--- config.mk ---
export PLATFORM = sky130hd
export DESIGN_NAME = dual_port_i2c_slave
export DESIGN_NICKNAME = d
export VERILOG_FILES = /design/src/rtl/dpi2c_pkg.sv /design/src/rtl/dpi2c_line_cond.sv /design/src/rtl/dpi2c_port_regs.sv /design/src/rtl/dual_port_i2c_slave.sv
export SDC_FILE = /design/constraint.sdc
export NUM_CORES = 1
export LEC_CHECK = 0
export ABC_CLOCK_PERIOD_IN_PS = 2800
export BUFFER_PORTS_ARGS = -buffer_cell sky130_fd_sc_hd__buf_2
export CORE_MARGIN = 2
export CORE_UTILIZATION = 50
export CTS_CLUSTER_SIZE = 20
export DETAILED_ROUTE_END_ITERATION = 16
export HOLD_SLACK_MARGIN = 0.05
export PLACE_DENSITY = 0.8
export SYNTH_ARGS = -nofsm -noshare
export SYNTH_HDL_FRONTEND = slang
export SYNTH_SLANG_ARGS = --single-unit
--- constraint.sdc ---
create_clock -name clk -period 2.8 [get_ports clk]
set_input_delay 0.28 -clock clk [delete_from_list [all_inputs] [get_ports clk]]
set_output_delay 0.28 -clock clk [all_outputs]
set_load 0.01 [all_outputs]
--- src/rtl/dpi2c_pkg.sv ---
package dpi2c_pkg;
    localparam int BYTE_W = 8;
    localparam int STRAP_W = 4;
    localparam logic [2:0] IN_TAG  = 3'b110;
    localparam logic [2:0] OUT_TAG = 3'b101;

    typedef enum logic [2:0] {
        ST_IDLE, ST_ADDR, ST_AACK, ST_WDATA, ST_WACK, ST_RDATA, ST_RACK, ST_IGNORE
    } xfer_state_e;

    typedef enum logic [1:0] {SEL_NONE, SEL_IN, SEL_OUT} port_sel_e;

    typedef struct packed {
        logic scl;
        logic sda;
        logic scl_rise;
        logic scl_fall;
        logic start;
        logic stop;
    } line_ev_t;

    function automatic port_sel_e decode_addr(input logic [6:0] a, input logic [STRAP_W-1:0] strap);
        if (a == {IN_TAG, strap})
            return SEL_IN;
        else if (a == {OUT_TAG, strap})
            return SEL_OUT;
        return SEL_NONE;
    endfunction
endpackage

--- src/rtl/dpi2c_line_cond.sv ---
module dpi2c_line_cond
    import dpi2c_pkg::*;
#(
    parameter int SYNC = 2
) (
    input  logic     clk,
    input  logic     rst,
    input  logic     scl_in,
    input  logic     sda_in,
    output line_ev_t ev
);
    logic [SYNC-1:0] scl_p, sda_p;
    logic scl_q, sda_q;

    always_ff @(posedge clk) begin
        if (rst) begin
            scl_p <= '1;
            sda_p <= '1;
            scl_q <= 1'b1;
            sda_q <= 1'b1;
        end else begin
            scl_p <= {scl_p[SYNC-2:0], scl_in};
            sda_p <= {sda_p[SYNC-2:0], sda_in};
            scl_q <= scl_p[SYNC-1];
            sda_q <= sda_p[SYNC-1];
        end
    end

    always_comb begin
        ev.scl      = scl_p[SYNC-1];
        ev.sda      = sda_p[SYNC-1];
        ev.scl_rise = ev.scl & ~scl_q;
        ev.scl_fall = ~ev.scl & scl_q;
        ev.start    = ev.scl & scl_q & sda_q & ~ev.sda;
        ev.stop     = ev.scl & scl_q & ~sda_q & ev.sda;
    end

    // a START and a STOP can never be reported in the same cycle
    p_start_stop_excl_r2: assert property (@(posedge clk) disable iff (rst)
        !(ev.start && ev.stop));
endmodule

--- src/rtl/dpi2c_port_regs.sv ---
module dpi2c_port_regs
    import dpi2c_pkg::*;
#(
    parameter logic [BYTE_W-1:0] OUT_RST  = 8'hFF,
    parameter logic [BYTE_W-1:0] MASK_RST = 8'h00
) (
    input  logic              clk,
    input  logic              rst,
    input  logic              ld_out,
    input  logic              ld_mask,
    input  logic [BYTE_W-1:0] wbyte,
    output logic [BYTE_W-1:0] out_latch,
    output logic [BYTE_W-1:0] int_mask
);
    always_ff @(posedge clk) begin
        if (rst) begin
            out_latch <= OUT_RST;
            int_mask  <= MASK_RST;
        end else begin
            if (ld_out)
                out_latch <= wbyte;
            if (ld_mask)
                int_mask <= wbyte;
        end
    end

    p_reset_vals_r1: assert property (@(posedge clk)
        rst |=> (out_latch == OUT_RST && int_mask == MASK_RST));
    p_out_hold_r5: assert property (@(posedge clk) disable iff (rst)
        !ld_out |=> $stable(out_latch));
    p_mask_hold_r6: assert property (@(posedge clk) disable iff (rst)
        !ld_mask |=> $stable(int_mask));
endmodule

--- src/rtl/dual_port_i2c_slave.sv ---
module dual_port_i2c_slave
    import dpi2c_pkg::*;
#(
    parameter int   SYNC_STAGES = 2,
    parameter logic [7:0] OUT_RST  = 8'hFF,
    parameter logic [7:0] MASK_RST = 8'h00
) (
    input  logic       clk,
    input  logic       rst,
    input  logic       scl_i,
    input  logic       sda_i,
    output logic       sda_oe,
    input  logic [3:0] addr_strap,
    input  logic [7:0] in_port,
    input  logic [7:0] trans_flags,
    input  logic [7:0] out_pin_lvl,
    output logic [7:0] out_latch,
    output logic [7:0] int_mask,
    output logic       snap_strobe,
    output logic       flag_clr
);
    localparam int CNT_W = $clog2(BYTE_W + 1);
    localparam logic [CNT_W-1:0] LAST_BIT = CNT_W'(BYTE_W);

    line_ev_t    ev;
    xfer_state_e st;
    port_sel_e   sel, dec;
    logic [CNT_W-1:0]  cnt;
    logic [BYTE_W-1:0] sh, tx, nb, flag_hold, wbyte;
    logic rw, nack, flag_next, oe_q, snap_q, clr_q, ld_out, ld_mask;

    dpi2c_line_cond #(.SYNC(SYNC_STAGES)) u_line (
        .clk(clk), .rst(rst), .scl_in(scl_i), .sda_in(sda_i), .ev(ev)
    );

    dpi2c_port_regs #(.OUT_RST(OUT_RST), .MASK_RST(MASK_RST)) u_regs (
        .clk(clk), .rst(rst), .ld_out(ld_out), .ld_mask(ld_mask),
        .wbyte(wbyte), .out_latch(out_latch), .int_mask(int_mask)
    );

    assign dec = decode_addr(sh[7:1], addr_strap);

    always_comb begin
        if (sel == SEL_IN)
            nb = flag_next ? flag_hold : in_port;
        else
            nb = out_pin_lvl;
    end

    always_ff @(posedge clk) begin
        if (rst) begin
            st <= ST_IDLE;
            sel <= SEL_NONE;
            cnt <= '0;
            sh <= '0;
            tx <= '0;
            flag_hold <= '0;
            wbyte <= '0;
            rw <= 1'b0;
            nack <= 1'b0;
            flag_next <= 1'b0;
            oe_q <= 1'b0;
            snap_q <= 1'b0;
            clr_q <= 1'b0;
            ld_out <= 1'b0;
            ld_mask <= 1'b0;
        end else begin
            snap_q <= 1'b0;
            clr_q <= 1'b0;
            ld_out <= 1'b0;
            ld_mask <= 1'b0;
            if (ev.start) begin
                st <= ST_ADDR;
                cnt <= '0;
                oe_q <= 1'b0;
            end else if (ev.stop) begin
                st <= ST_IDLE;
                oe_q <= 1'b0;
            end else begin
                unique case (st)
                    ST_ADDR, ST_WDATA: begin
                        if (ev.scl_rise) begin
                            sh <= {sh[BYTE_W-2:0], ev.sda};
                            cnt <= cnt + 1'b1;
                        end else if (ev.scl_fall && cnt == LAST_BIT) begin
                            if (st == ST_WDATA) begin
                                wbyte <= sh;
                                ld_out <= (sel == SEL_OUT);
                                ld_mask <= (sel == SEL_IN);
                                clr_q <= (sel == SEL_IN);
                                oe_q <= 1'b1;
                                st <= ST_WACK;
                            end else if (dec == SEL_NONE) begin
                                st <= ST_IGNORE;
                            end else begin
                                sel <= dec;
                                rw <= sh[0];
                                oe_q <= 1'b1;
                                st <= ST_AACK;
                                flag_next <= 1'b0;
                                if (sh[0]) begin
                                    if (dec == SEL_IN) begin
                                        tx <= in_port;
                                        flag_hold <= trans_flags;
                                        snap_q <= 1'b1;
                                        clr_q <= 1'b1;
                                        flag_next <= 1'b1;
                                    end else begin
                                        tx <= out_pin_lvl;
                                    end
                                end
                            end
                        end
                    end
                    ST_AACK: if (ev.scl_fall) begin
                        if (rw) begin
                            oe_q <= ~tx[BYTE_W-1];
                            tx <= {tx[BYTE_W-2:0], 1'b0};
                            cnt <= CNT_W'(1);
                            st <= ST_RDATA;
                        end else begin
                            oe_q <= 1'b0;
                            cnt <= '0;
                            st <= ST_WDATA;
                        end
                    end
                    ST_WACK: if (ev.scl_fall) begin
                        oe_q <= 1'b0;
                        cnt <= '0;
                        st <= ST_WDATA;
                    end
                    ST_RDATA: if (ev.scl_fall) begin
                        if (cnt == LAST_BIT) begin
                            oe_q <= 1'b0;
                            st <= ST_RACK;
                        end else begin
                            oe_q <= ~tx[BYTE_W-1];
                            tx <= {tx[BYTE_W-2:0], 1'b0};
                            cnt <= cnt + 1'b1;
                        end
                    end
                    ST_RACK: begin
                        if (ev.scl_rise) begin
                            nack <= ev.sda;
                        end else if (ev.scl_fall) begin
                            if (nack) begin
                                st <= ST_IGNORE;
                            end else begin
                                oe_q <= ~nb[BYTE_W-1];
                                tx <= {nb[BYTE_W-2:0], 1'b0};
                                cnt <= CNT_W'(1);
                                st <= ST_RDATA;
                                if (sel == SEL_IN) begin
                                    flag_next <= ~flag_next;
                                    if (!flag_next) begin
                                        flag_hold <= trans_flags;
                                        snap_q <= 1'b1;
                                        clr_q <= 1'b1;
                                    end
                                end
                            end
                        end
                    end
                    default: ;
                endcase
            end
        end
    end

    assign sda_oe = oe_q;
    assign snap_strobe = snap_q;
    assign flag_clr = clr_q;

    // the drive changes only after SCL was seen low, or on a START/STOP release
    p_oe_scl_low_r10: assert property (@(posedge clk) disable iff (rst)
        (oe_q != $past(oe_q)) |-> (!$past(ev.scl) || $past(ev.start) || $past(ev.stop)));
    p_ignore_quiet_r4: assert property (@(posedge clk) disable iff (rst)
        (st == ST_IGNORE) |-> !oe_q);
    p_start_release_r2: assert property (@(posedge clk) disable iff (rst)
        ev.start |=> (st == ST_ADDR && !oe_q));
    p_addr_ack_held_r3: assert property (@(posedge clk) disable iff (rst)
        (st == ST_AACK) |-> oe_q);
    p_nack_quiet_r9: assert property (@(posedge clk) disable iff (rst)
        (st == ST_RACK) |-> !oe_q);
endmodule

==> impl.org <==
** Run status
- Outcome :: finished clean

** Timing
- Number of hold violations in the final report :: 0
- Final setup fails :: 0
- Relative max-transition margin :: roughly 47%
- Period utilization :: a little over four fifths
- Pins Over Slew Limit :: 0
- Clock skew on the completed layout was measured at ~12 ps.
- Max frequency :: approximately 0.42 GHz
- Setup repair after global routing left no endpoint under its margin.
- For the pin with the worst max-slew slack, the measured transition is between 700 and 800 ps.
- Minimum clock period :: between 2000 and 2500 ps
- Fin Setup TNS :: 0 ps

** GRT
- The via count of the first global-routing pass was around 2900.
- Global routing finished with a remaining overflow of 0.
- Pin count of the biggest net entering global routing :: approximately 60
- Number of antenna violations at the first check in global routing :: 0
- GRT Util Overall :: between 20 and 25%
- First-pass GRT wire length :: approximately 13000 µm

** Yosys
- Synthesized-area fraction occupied by ao, oa, aoi and oai cells :: 21.3%
- The synthesized netlist contains 52 unique library cells.
- Top post-synthesis cells by area :: sky130_fd_sc_hd__dfxtp_1 (42%), sky130_fd_sc_hd__mux2i_1 (8.5%), sky130_fd_sc_hd__a21oi_1 (5.3%), sky130_fd_sc_hd__nand2_1 (4.5%), sky130_fd_sc_hd__nor2_1 (4.5%)
- Mapped Nets :: about 430
- Post-synthesis async set-or-reset flop share :: 0%
- Synthesized netlist cell count :: 397
- Of the total synthesized cell area, the portion taken by AND, OR, NAND and NOR gates is between 20% and 30%.
- Summed over all instances, the cell type with the most area after synthesis is sky130_fd_sc_hd__dfxtp_1.
- Share of the synthesized netlist area taken by xor and xnor gates :: 1.28%
- Post-synthesis adder-cell area fraction :: less than 1%
- In this run the cell area of the synthesized design comes to 3410 µm².
- Portion of synthesized cell area occupied by the leading cell type :: about two fifths
- Mean cell area of the mapped netlist :: 8.60 µm²
- Yosys warns :: 0
- Number of enable flip-flop cells after synthesis :: 0
- Share of the yosys chip area belonging to registers :: 41.6%
- Combinational family with the most area after synthesis :: simple AND/OR/NAND/NOR gates
- Share of synthesized area spent on multiplexers :: 8.83%
- Primary FF master, synth :: sky130_fd_sc_hd__dfxtp_1
- Register bit total from synthesis :: just over 70

** Clocking
- Clock-pin slew was measured on the worst setup and hold paths at 70 ps.
- Clock tree synthesis found a total of 71 sinks.
- Maximum root-to-sink buffer count :: 2
- Count of buffers added by post-CTS timing repair for setup :: 0
- H-tree level count :: 3
- The clock reaches the later pin of the worst-skew pair after 350 ps.
- Total CTS buffers :: 9
- Post-cts resize count :: 0
- Quantity of hold-fixing buffers added after cts :: 0
- Root Driver :: sky130_fd_sc_hd__clkbuf_8
- CTS tree :: built

** Job
- Number of maximum-capacitance constraint violations :: 0

** Setup path
- Slowest Stage Delay on Critical Path :: roughly 750 ps
- Maximum fanout count along the critical path :: 21
- The slowest stage of the critical path is the sky130_fd_sc_hd__dfxtp_1 cell.
- The worst setup path is captured at a register.
- The critical path contains buffers and inverters numbering 0 combined.
- Worst setup SP type :: register
- Crit path kind :: register to register
- Traced cell by cell, the critical path runs through nand2b_1 -> a21o_1 -> a21oi_1 -> o22ai_1 -> or4_1 -> a21oi_1.
- Most used cell, CP :: sky130_fd_sc_hd__a21oi_1
- Data on the critical path is required at its endpoint by between 3000 and 4000 ps.
- Broken down by cell family, the worst path's largest delay share belongs to simple AND/OR/NAND/NOR gates.
- Arr. time, crit path :: roughly 2700 ps

** Placed design
- IO buf count :: 50
- Routability-driven placement finished with a final weighted congestion of 0.913.
- Sum of net half-perimeters after detailed placement :: between 5000 and 6000 µm

** Pwr
- Power spread over the standard cell area amounts to between 500 and 600 nW/µm².
- For this design the static power due to leakage is ~1.5 nW.
- Power comes to between 0.002 and 0.0025 W.
- Highest ir drop seen on vdd :: between 300 and 400 µV

** Finish
- Leading cell types in the layout, fill and taps excluded :: sky130_fd_sc_hd__dfxtp_1 (71), sky130_fd_sc_hd__buf_2 (50), sky130_fd_sc_hd__nand2_1 (41), sky130_fd_sc_hd__nor2_1 (41), sky130_fd_sc_hd__a21oi_1 (36)
- Of the cells placed in the final design, the portion with a size suffix greater than 1 is between 20% and 30%.
- Final-stage net count :: 470
- Antenna diodes :: 0
- From synthesis to final layout, the design area changed by 14.1%.
- Most common library cell in the layout ignoring fill and taps :: sky130_fd_sc_hd__dfxtp_1
- The layout has 620 filler cells.

** Floorplan
- The initialized floorplan defines 30 standard-cell rows.
- For this design the top-level I/O count stands at between 50 and 60.
- The initial utilization of the core area, before any placement, comes to between 50% and 60%.
- Die ar. :: ~7500 µm²
- The die is a little under 90 µm tall.
- The core region is 6680 µm².
- Chip width :: around 87 µm

** Routing
- Count of unresolved DRC violations after routing :: 0
- Drt total wl :: a little over 8000 µm
- Antenna-violating nets left :: 0
- The first routing iteration left ~240 violations.
- Using the TritonRoute via totals, the vias-per-cell ratio works out to around 5.8.
- Before antenna repair, the detailed router went through 5 iterations.
- In the final routed layout, each cell accounts on average for around 16 µm.
- The final route contains about 3000 vias.

** Hold path
- In this run the worst hold path is classified as input pin to register.
## worst register-to-register path, cell delays in order, from the launching register on
cell and delay [ps]:
sky130_fd_sc_hd__dfxtp_1 750, sky130_fd_sc_hd__nand2b_1 280, sky130_fd_sc_hd__a21o_1 220, sky130_fd_sc_hd__a21oi_1 180, sky130_fd_sc_hd__o22ai_1 210, sky130_fd_sc_hd__or4_1 550
sky130_fd_sc_hd__a21oi_1 130
## kinds of logic after synthesis
logic type / after synthesis
and+or+nand+nor: 148
AOI/OAI and AO/OA: 107
DFF: 71
buffers and inverters: 34
muxes: 30
xor gates and xnor gates: 5
adders and majority gates: 2
## registers in the layout, indices dropped and copies added, names as in the netlist, 2 cells and up
register	count
cnt	4
flag_hold	8
sel	2
sh	8
st	3
tx	8
u_line.scl_p	2
u_line.sda_p	2
u_regs.int_mask	8
u_regs.out_latch	8
wbyte	8
## area by class of cell
| type | count | area, µm² | share of cell area (%) |
|---|---|---|---|
| Clock buffer | 10 | 138 | 3.53 |
| Clock inverter | 5 | 81.3 | 2.09 |
| Inverter | 9 | 33.8 | 0.867 |
| Multi-Input combinational cell | 292 | 1850 | 47.4 |
| Sequential cell | 71 | 1420 | 36.5 |
| Tap cell | 80 | 100 | 2.57 |
| Timing Repair Buffer | 53 | 273 | 7.00 |
## synth_stat cells, types with 4 or more instances
cell                       count
sky130_fd_sc_hd__nand2b_1      8
sky130_fd_sc_hd__xnor2_1       5
sky130_fd_sc_hd__a21oi_1      36
sky130_fd_sc_hd__buf_2         4
sky130_fd_sc_hd__inv_1         9
sky130_fd_sc_hd__clkbuf_1     18
sky130_fd_sc_hd__nand3_1       8
sky130_fd_sc_hd__nand2_1      41
sky130_fd_sc_hd__or2_2        11
sky130_fd_sc_hd__a211o_1       9
sky130_fd_sc_hd__a221oi_1     10
sky130_fd_sc_hd__nor2b_1      13
sky130_fd_sc_hd__mux2i_1      29
sky130_fd_sc_hd__a211oi_1     11
sky130_fd_sc_hd__and3_1        4
sky130_fd_sc_hd__a21o_1        9
sky130_fd_sc_hd__nor2_1       41
sky130_fd_sc_hd__dfxtp_1      71
sky130_fd_sc_hd__o21ai_0      15
## per-layer routing
| layer | up-vias | wire length [µm] | GRT usage (%) |
|---|---|---|---|
| li1 | 1487 | - | - |
| met1 | 1413 | 3490 | 27.5 |
| met2 | 104 | 3910 | 36.4 |
| met3 | 22 | 491 | 7.33 |
| met4 | 0 | 179 | 10.2 |
| met5 | - | 0 | 0 |
## per-stage QoR
stage                     utilization, %  std cells  hold slack, ps  cell area [µm²]  setup WS [ps]
final                               58.3        520             135             3890            421
after global routing                58.3        520             117             3890            245
after CTS                           58.3        520             115             3890            457
after detailed placement            55.0        505             400             3680            483
after global placement              55.0        505             397             3680            543
after floorplan                        -        397             384             3410            781
## power breakdown
group          internal, W  switching [W]  leakage (nW)
logic            0.0000395      0.0000550         0.776
registers          0.00102      0.0000107         0.574
clock network     0.000522       0.000377         0.109
total              0.00158       0.000443          1.46
## path summary, 6_finish.rpt
| path | to | start | cells after the start | slack [ps] |
|---|---|---|---|---|
| max | cnt[3] | st[1] | 6 | 420 |
| min | u_line.sda_p[0] | sda_i | 2 | 130 |
| max reg2reg | cnt[3] | st[1] | 6 | 420 |
| min reg2reg | u_line.sda_p[1] | u_line.sda_p[0] | 1 | 410 |
(Power assumes the default switching activity.)
